## src/rtl/errq_pkg.sv

```systemverilog
package errq_pkg;
  typedef enum logic [1:0] {
    CLS_NONE = 2'b00,
    CLS_CMD  = 2'b01,
    CLS_EXE  = 2'b10,
    CLS_DEV  = 2'b11
  } err_class_e;

  localparam int OVF_CODE_VALUE = -350;
endpackage

```

## src/rtl/errq_ctrl.sv

```systemverilog
module errq_ctrl #(
  parameter int DEPTH = 16,
  parameter int AW    = (DEPTH > 1) ? $clog2(DEPTH) : 1,
  parameter int CNTW  = $clog2(DEPTH + 1)
) (
  input  logic            clk,
  input  logic            rst_n,
  input  logic            push_ok,
  input  logic            pop,
  input  logic            clear,
  output logic            wr_en,
  output logic            wr_ovf,
  output logic [AW-1:0]   wr_addr,
  output logic [AW-1:0]   rd_addr,
  output logic [CNTW-1:0] cnt
);
  localparam logic [AW-1:0]   LAST_IDX = AW'(DEPTH - 1);
  localparam logic [CNTW-1:0] FULL_CNT = CNTW'(DEPTH);

  logic [AW-1:0] wp, rp, wp_prev;
  logic full, emp, do_pop, do_push, do_ovw;

  function automatic logic [AW-1:0] adv(input logic [AW-1:0] p);
    return (p == LAST_IDX) ? '0 : p + 1'b1;
  endfunction

  assign full    = (cnt == FULL_CNT);
  assign emp     = (cnt == '0);
  assign do_pop  = pop && !emp && !clear;
  assign do_push = push_ok && !clear && (!full || do_pop);
  assign do_ovw  = push_ok && !clear && full && !do_pop;
  assign wp_prev = (wp == '0) ? LAST_IDX : wp - 1'b1;

  assign wr_en   = do_push || do_ovw;
  assign wr_ovf  = do_ovw;
  assign wr_addr = do_ovw ? wp_prev : wp;
  assign rd_addr = rp;

  always_ff @(posedge clk or negedge rst_n) begin
    if (!rst_n) begin
      wp  <= '0;
      rp  <= '0;
      cnt <= '0;
    end else if (clear) begin
      wp  <= '0;
      rp  <= '0;
      cnt <= '0;
    end else begin
      if (do_push) wp <= adv(wp);
      if (do_pop)  rp <= adv(rp);
      if (do_push && !do_pop)      cnt <= cnt + 1'b1;
      else if (do_pop && !do_push) cnt <= cnt - 1'b1;
    end
  end

  assert_count_bound_R9: assert property (@(posedge clk) disable iff (!rst_n)
    cnt <= FULL_CNT);
  assert_full_hold_R7: assert property (@(posedge clk) disable iff (!rst_n)
    (full && push_ok && !pop && !clear) |=> (cnt == FULL_CNT));
  assert_empty_pop_R3: assert property (@(posedge clk) disable iff (!rst_n)
    (emp && pop && !push_ok && !clear) |=> (cnt == '0));
  assert_clear_R4: assert property (@(posedge clk) disable iff (!rst_n)
    clear |=> (cnt == '0));
  assert_pushpop_R8: assert property (@(posedge clk) disable iff (!rst_n)
    (!emp && pop && push_ok && !clear) |=> (cnt == $past(cnt)));
endmodule

```

## src/rtl/errq_store.sv

```systemverilog
module errq_store #(
  parameter int DEPTH = 16,
  parameter int CW    = 16,
  parameter int AW    = (DEPTH > 1) ? $clog2(DEPTH) : 1
) (
  input  logic                 clk,
  input  logic                 wr_en,
  input  logic                 wr_ovf,
  input  logic [AW-1:0]        wr_addr,
  input  logic signed [CW-1:0] wr_code,
  input  logic [AW-1:0]        rd_addr,
  output logic signed [CW-1:0] rd_code
);
  localparam logic signed [CW-1:0] OVF_CODE = CW'(errq_pkg::OVF_CODE_VALUE);

  logic signed [CW-1:0] mem [DEPTH];

  always_ff @(posedge clk) begin
    if (wr_en) mem[wr_addr] <= wr_ovf ? OVF_CODE : wr_code;
  end

  assign rd_code = mem[rd_addr];
endmodule

```

## src/rtl/errq_events.sv

```systemverilog
module errq_events (
  input  logic                     clk,
  input  logic                     rst_n,
  input  logic                     push_valid,
  input  errq_pkg::err_class_e     push_class,
  output logic                     evt_cmd,
  output logic                     evt_exe,
  output logic                     evt_dev
);
  import errq_pkg::*;

  always_ff @(posedge clk or negedge rst_n) begin
    if (!rst_n) begin
      evt_cmd <= 1'b0;
      evt_exe <= 1'b0;
      evt_dev <= 1'b0;
    end else begin
      evt_cmd <= push_valid && (push_class == CLS_CMD);
      evt_exe <= push_valid && (push_class == CLS_EXE);
      evt_dev <= push_valid && (push_class == CLS_DEV);
    end
  end

  assert_evt_onehot_R5: assert property (@(posedge clk) disable iff (!rst_n)
    $onehot0({evt_cmd, evt_exe, evt_dev}));
  assert_evt_cmd_R5: assert property (@(posedge clk) disable iff (!rst_n)
    (push_valid && push_class == CLS_CMD) |=> evt_cmd);
  assert_evt_none_R6: assert property (@(posedge clk) disable iff (!rst_n)
    (!push_valid || push_class == CLS_NONE) |=> !(evt_cmd || evt_exe || evt_dev));
endmodule

```

## src/rtl/err_queue.sv

```systemverilog
module err_queue #(
  parameter int DEPTH = 16,
  parameter int CW    = 16,
  parameter int CNTW  = $clog2(DEPTH + 1)
) (
  input  logic                 clk,
  input  logic                 rst_n,
  input  logic                 push_valid,
  input  logic [1:0]           push_class,
  input  logic signed [CW-1:0] push_code,
  input  logic                 pop,
  output logic signed [CW-1:0] pop_code,
  input  logic                 clear,
  output logic                 empty,
  output logic                 not_empty,
  output logic [CNTW-1:0]      count,
  output logic                 evt_cmd,
  output logic                 evt_exe,
  output logic                 evt_dev
);
  import errq_pkg::*;
  localparam int AW = (DEPTH > 1) ? $clog2(DEPTH) : 1;

  err_class_e           cls;
  logic                 push_ok, wr_en, wr_ovf;
  logic [AW-1:0]        wr_addr, rd_addr;
  logic signed [CW-1:0] head;

  assign cls     = err_class_e'(push_class);
  assign push_ok = push_valid && (cls != CLS_NONE);

  errq_ctrl #(.DEPTH(DEPTH), .AW(AW), .CNTW(CNTW)) u_ctrl (
    .clk(clk), .rst_n(rst_n), .push_ok(push_ok), .pop(pop), .clear(clear),
    .wr_en(wr_en), .wr_ovf(wr_ovf), .wr_addr(wr_addr), .rd_addr(rd_addr),
    .cnt(count)
  );

  errq_store #(.DEPTH(DEPTH), .CW(CW), .AW(AW)) u_store (
    .clk(clk), .wr_en(wr_en), .wr_ovf(wr_ovf), .wr_addr(wr_addr),
    .wr_code(push_code), .rd_addr(rd_addr), .rd_code(head)
  );

  errq_events u_events (
    .clk(clk), .rst_n(rst_n), .push_valid(push_valid), .push_class(cls),
    .evt_cmd(evt_cmd), .evt_exe(evt_exe), .evt_dev(evt_dev)
  );

  assign empty     = (count == '0);
  assign not_empty = !empty;
  assign pop_code  = empty ? '0 : head;

  assert_empty_zero_R3: assert property (@(posedge clk) disable iff (!rst_n)
    empty |-> (pop_code == '0));
  assert_class_none_R6: assert property (@(posedge clk) disable iff (!rst_n)
    (push_valid && push_class == 2'b00 && !pop && !clear) |=> $stable(count));
endmodule

```

## config.mk

```make
export PLATFORM = sky130hd
export DESIGN_NAME = err_queue
export DESIGN_NICKNAME = d
export VERILOG_FILES = /design/src/rtl/errq_pkg.sv /design/src/rtl/errq_ctrl.sv /design/src/rtl/errq_store.sv /design/src/rtl/errq_events.sv /design/src/rtl/err_queue.sv
export SDC_FILE = /design/constraint.sdc
export NUM_CORES = 1
export LEC_CHECK = 0
export ABC_AREA = 1
export BUFFER_PORTS_ARGS = -buffer_cell sky130_fd_sc_hd__buf_2
export CAP_MARGIN = 20
export CORE_ASPECT_RATIO = 0.7
export CORE_UTILIZATION = 55
export CTS_CLUSTER_SIZE = 14
export DETAILED_ROUTE_END_ITERATION = 12
export GPL_TIMING_DRIVEN = 0
export PLACE_DENSITY = 0.83
export REMOVE_ABC_BUFFERS = 1
export SYNTH_ARGS = -nofsm -noshare
export SYNTH_HDL_FRONTEND = slang
export SYNTH_SLANG_ARGS = --single-unit
```

## constraint.sdc

```tcl
create_clock -name clk -period 6.3 [get_ports clk]
set_input_delay 0 -clock clk [delete_from_list [all_inputs] [get_ports clk]]
set_output_delay 0 -clock clk [all_outputs]
set_load 0.01 [all_outputs]
```

==> flow_summary.yaml, run 1 <==
outcome:
  status: "finished with violations"
  violations: "negative hold slack"
final_layout:
  final-seq-area_um2: 8092
  drive_gt1_frac: 0.1520
  final_area_um2: 13040
  final.fill_count: 1376
  diodes: 0
  areaGrowthSynthToFinish_pct: 14.48
  nNetsFinal: 1049
  multiInputGateArea_um2: 2985
critical_path:
  ff2ff_setup_slack_ns: 2.83
  crit_family: "buffers and inverters"
  critical_path_class: "reg2out"
  cp.arrival_ns: 3.73
  worstPathBufferInverterCount: 4
  crit_path_end_kind: "primary output"
  critPathMaxStageDelay_ns: 0.66
  r2r_cells: 8
  crit_path_top_delay_cell: "dfrtp_1"
  path_cells: "buf_16 > inv_2 > nand2_4 > inv_2 > a21oi_1 > o21ai_1 > a21oi_1 > nor2_1 > buf_2"
  cp_max_fo: 34
  cp.depth: 9
  setup.worst_path.start_class: "flip-flop"
  required_ns: 6.30
yosys:
  yosysTopAreaCellShare: 0.6750
  synth_cell_type_count: 33
  ys_top_cells_by_area: "edfxtp_1 (68%), nand2_1 (6.5%), nor2_1 (3.7%), o21ai_0 (3.6%), dfrtp_1 (3.5%)"
  ys_async_sr_fraction: 0.05882
  syn_inst: 953
  synth_top_area_cell: "edfxtp_1"
  synth_common_cells: "edfxtp_1 (256), nand2_1 (197), nor2_1 (111)"
  synthFlopType: "edfxtp_1"
  yosysMostFrequentCell: "edfxtp_1"
  ys_ff_latch: 272
  syn-cell-area_um2: 11390
  ys_seq_area_frac: 0.7102
  ys_warn_count: 0
  synth_area_per_cell_um2: 11.95
  synth_edf_count: 256
die:
  die-height_um: 122.4
  rows: 43
  die-area_um2: 21290
  boundaryPins: 49
  die_w_um: 174.0
  core-area_um2: 20070
  start_util: 0.5675
global_route:
  grt_pass1_wl_um: 42340
  grt_pass1_vias: 7623
  grt_max_degree: 76
  antenna_found_initial: 0
  grt-ovfl-total: 0
  track_usage: 0.2666
detailed_routing:
  num_vias: 7815
  wl_um: 27940
  drt_iter0_markers: 994
  drc_errors: 0
  dr.pass1.iters: 6
  vias_per_cell: 5.998
  met2_wirelength_um: 13280
  avgRoutedWirePerCell_um: 21.45
  wl_met3_um: 3351
  met1Wirelength_um: 10480
  top_layer_used: "met4"
  ant_nets: 0
placed_design:
  io_buffers: 48
  dpl-instance-area_um2: 12160
  gp_congestion: 0.8515
  dp_hpwl_um: 16070
pwr:
  p_leak_nw: 4.817
  power_density_nw_per_um2: 355.8
  ir_worst_vdd_mv: 0.2765
cts:
  path_clk_slew_ns: 0.06
  insertion_delay_ns: 0.53
  cts_root_buffer: "clkbuf_16"
  htreeDepth: 1
  post_cts_buffers: 0
  cts_sinks: 272
  cts_tree: "done"
  cts_buffers: 25
  cts_buffer_depth: 3
sta:
  fin_crit_sh: 0.5918
  tightest_slew_ns: 0.9874
  fmax_mhz: 268.2
  rsz0062_at_grt: "false"
  hold_viol_final: 23
  setup_viol: 0
  fin_hold_ws_ns: -0.01075
  setup-tns-final_ns: 0
  max_slew_margin: 0.3401
  final.min_clock_period_ns: 3.728
  finalMaxSlewViolations: 0
  finClkSkew_ns: 0.01353
run:
  cap_violations: 0
worst_hold_path:
  hp-class: "in2reg"
  holdPathStages: 2
## cell usage in the layout, fill, tap and decap left out, types with 2 or more instances in the layout
master / count
o21ai_0: 81
nand3_1: 22
buf_6: 2
clkinv_2: 6
nand2_2: 10
inv_2: 8
edfxtp_1: 256
buf_16: 6
or2_2: 10
mux2i_1: 16
a21oi_1: 69
nand3_4: 2
buf_2: 48
ha_1: 8
o22ai_1: 35
xnor2_1: 2
xor2_1: 3
clkbuf_16: 25
nand4_1: 2
o21ai_1: 8
dfrtp_1: 15
nor2_2: 18
inv_1: 21
clkinv_1: 3
nor3_1: 16
nand2_4: 2
dlygate4sd3_1: 17
nand2_1: 197
clkbuf_1: 7
buf_8: 12
nor2_1: 95
## cells by family (layout without fill, tap and decap cells)
logic type | Yosys count | in the layout | synth area share
simple gates | 378 | 378 | 0.1407
flops | 272 | 272 | 0.7102
compound gates | 194 | 194 | 0.08943
buf+inv | 79 | 159 | 0.03120
mux | 16 | 16 | 0.01406
fa+ha+maj | 9 | 9 | 0.01055
xor+xnor | 5 | 5 | 0.003846
## repair_timing
item,CTS,global route
resized for setup,0,0
endpoints found under the hold margin,160,0
hold buffers,17,0
## where the power goes
part	internal (mW)	switching [mW]	total, mW
sequential	2.04	0.0903	2.13
combinational	0.397	0.742	1.14
clock	0.730	0.641	1.37
total	3.17	1.47	4.64
## state kept, by name (all words and copies together), names as in the netlist
name / flops
u_events.evt_cmd: 1
u_ctrl.cnt: 5
u_events.evt_exe: 1
u_events.evt_dev: 1
u_store.mem: 256
u_ctrl.rd_addr: 4
u_ctrl.wp: 4
## per-stage QoR
stage | cells | power (mW) | hold slack, ns | setup slack (ns) | utilization
floorplan | 904 | 2.856 | -0.2956 | 1.916 | -
global placement | 1222 | 3.204 | -0.06276 | -0.7568 | 0.5842
detailed placement | 1243 | 3.264 | -0.05920 | 2.894 | 0.6058
CTS | 1303 | 4.619 | 0.004197 | 2.723 | 0.6497
global route | 1303 | 4.822 | 0.04559 | 2.501 | 0.6497
finish | 1303 | 4.638 | -0.01075 | 2.572 | 0.6497
## per-layer routing
metal  GRT usage  vias up
met5           0        -
met4      0.1009        0
met3     0.05297       77
met2      0.4400      510
met1      0.3548     3731
li1            -     3497
## final timing paths
kind,start,endpoint
max in group asynchronous,rst_n,u_ctrl.rd_addr[0]
max reg2reg,u_ctrl.cnt[0],u_store.mem[6][2]
min in group asynchronous,rst_n,u_events.evt_dev
min,push_code[10],u_store.mem[11][10]
min reg2reg,u_ctrl.cnt[1],u_ctrl.cnt[1]
max,u_ctrl.rd_addr[1],pop_code[1]
## area by class of cell
type	count	area share
Sequential cell	272	0.6206
Multi-Input combinational cell	602	0.2290
Timing Repair Buffer	86	0.06123
Clock buffer	32	0.05000
Tap cell	270	0.02591
Inverter	30	0.008829
Clock inverter	11	0.004415
No activity file was read; power rests on OpenSTA's default activity.
==> run 2: changes to the inputs <==
==> constraint.sdc (replaced) <==
create_clock -name clk -period 3.5 [get_ports clk]
set_input_delay 0 -clock clk [delete_from_list [all_inputs] [get_ports clk]]
set_output_delay 0 -clock clk [all_outputs]
set_load 0.01 [all_outputs]
==> run 2 against run 1 <==
Against the previous run:
- the flow finishes with violations (design-rule violations, negative hold slack)
- hold slack improved by 0.00057 ns
- sequential power increased by 80%
- clock skew decreased by 0.0013 ns
- highest routed layer unchanged
- clock power increased by 80%
- largest power group unchanged
==> flow_summary.yaml, run 2 (synthesis results as in run 1) <==
placed_design:
  dpl.cell_count: 1243
  dp_hpwl_um: 16070
  gp_congestion: 0.8515
  dpl-instance-area_um2: 12160
  pre_cts_ws_ns: 0.09396
  io_buffers: 48
pwr:
  fin_total_pwr_mw: 8.366
  ir_worst_vdd_mv: 0.4960
  p_leak_nw: 4.819
  power_density_nw_per_um2: 640.8
cts:
  path_clk_slew_ns: 0.06
  cts_sinks: 272
  cts_buffers: 25
  insertion_delay_ns: 0.53
  cts_root_buffer: "clkbuf_16"
  cts_tree: "done"
  post_cts_buffers: 0
  cts_buffer_depth: 3
  htreeDepth: 1
final_layout:
  diodes: 0
  largest_reg_flops: 256
  nNetsFinal: 1049
  top_regs: "u_store.mem x256, u_ctrl.cnt x5"
  areaGrowthSynthToFinish_pct: 14.63
  drive_gt1_frac: 0.1520
  final_cell_mix: "edfxtp_1 (256), nand2_1 (197), nor2_1 (95)"
  final_area_um2: 13060
  layout_commonest_cell: "edfxtp_1"
  final_cells: 1303
  regMostFlops: "u_store.mem"
global_route:
  grt_pass1_vias: 7623
  track_usage: 0.2665
  grt_max_degree: 76
  grt-ovfl-total: 0
  grt_pass1_wl_um: 42320
  antenna_found_initial: 0
sta:
  hold_viol_final: 16
  tightest_slew_ns: 1.018
  fin_crit_sh: 0.9863
  finClkSkew_ns: 0.01219
  final.setup.worst_slack_ns: 0.04781
  rsz0062_at_grt: "false"
  final.min_clock_period_ns: 3.452
  fmax_mhz: 289.7
  max_slew_margin: 0.3195
  setup_viol: 0
  fin_hold_ws_ns: -0.01018
  finalMaxSlewViolations: 0
die:
  die-area_um2: 21290
  die-height_um: 122.4
  boundaryPins: 49
  core-area_um2: 20070
  rows: 43
  die_w_um: 174.0
  start_util: 0.5675
critical_path:
  setup.worst_path.start_class: "flip-flop"
  critical_path_class: "reg2out"
  crit_path_end_kind: "primary output"
  cp.arrival_ns: 3.45
  required_ns: 3.50
  cp_max_fo: 34
  ff2ff_setup_slack_ns: 0.43
detailed_routing:
  wl_um: 27990
  vias_per_cell: 6.008
  avgRoutedWirePerCell_um: 21.48
  drt_iter0_markers: 1019
  dr.pass1.iters: 10
  num_vias: 7829
  drc_errors: 1
  ant_nets: 0
outcome:
  status: "finished with violations"
  violations: "design-rule violations, negative hold slack"
run:
  cap_violations: 0
worst_hold_path:
  hp-class: "in2reg"
run 2: changes by cell type in the layout (fill, tap and decap cells not counted):
cell / previous run / this run
inv_6: 1 / 2
nor2_2: 18 / 17
nand3_4: 2 / 3
nor2_4: 1 / 2
inv_2: 8 / 7
nand3_2: 1 / 0
run 2: final timing paths:
kind / startpoint / endpoint / depth (start not counted)
worst max-delay path: u_ctrl.rd_addr[1] / pop_code[1] / 9
worst min-delay path: push_code[10] / u_store.mem[11][10] / 2
min in group asynchronous: rst_n / u_events.evt_dev / 3
worst min register to register: u_ctrl.cnt[1] / u_ctrl.cnt[1] / 2
worst max register to register: u_ctrl.cnt[0] / u_store.mem[14][12] / 8
max in group asynchronous: rst_n / u_ctrl.rd_addr[0] / 3
run 2: layout make-up:
class / instances / area, um2
Inverter: 30 / 120.1
Fill cell: 1373 / 7013
Tap cell: 270 / 337.8
Timing Repair Buffer: 86 / 798.3
Clock buffer: 32 / 651.9
Sequential cell: 272 / 8092
Multi-Input combinational cell: 602 / 2998
Clock inverter: 11 / 57.56
run 2: per-stage QoR:
step / util / TNS [ns]
4_1_cts: 0.6498 / 0
6_report: 0.6505 / 0
3_5_place_dp: 0.6058 / 0
5_1_grt: 0.6505 / 0
2_1_floorplan: - / -14.85
3_3_place_gp: 0.5842 / -176.52
run 2: timing repair:
item	4_1_cts	5_1_grt
setup endpoints to repair	1	22
hold buffers	17	0
endpoints found under the hold margin	160	0
gates resized for setup	1	3
run 2: power by group:
group	switching [mW]	internal [mW]
clock	1.16	1.31
combinational	1.35	0.717
sequential	0.164	3.67
total	2.67	5.70
run 2: worst max-delay path: stages (launching register included):
cell and delay, ns:
dfrtp_1 0.66, buf_16 0.31, inv_4 0.37, nand2_4 0.28, inv_2 0.44, a21oi_1 0.14, o21ai_1 0.16, a21oi_1 0.09
nor2_1 0.26, buf_2 0.19
run 2: metal layers:
metal  up-vias  global-route usage  part of all wire
li1       3500                   -                 -
met1      3762              0.3545              0.39
met2       479              0.4400              0.47
met3        88             0.05297              0.11
met4         0              0.1009             0.032
met5         -                   0                 0
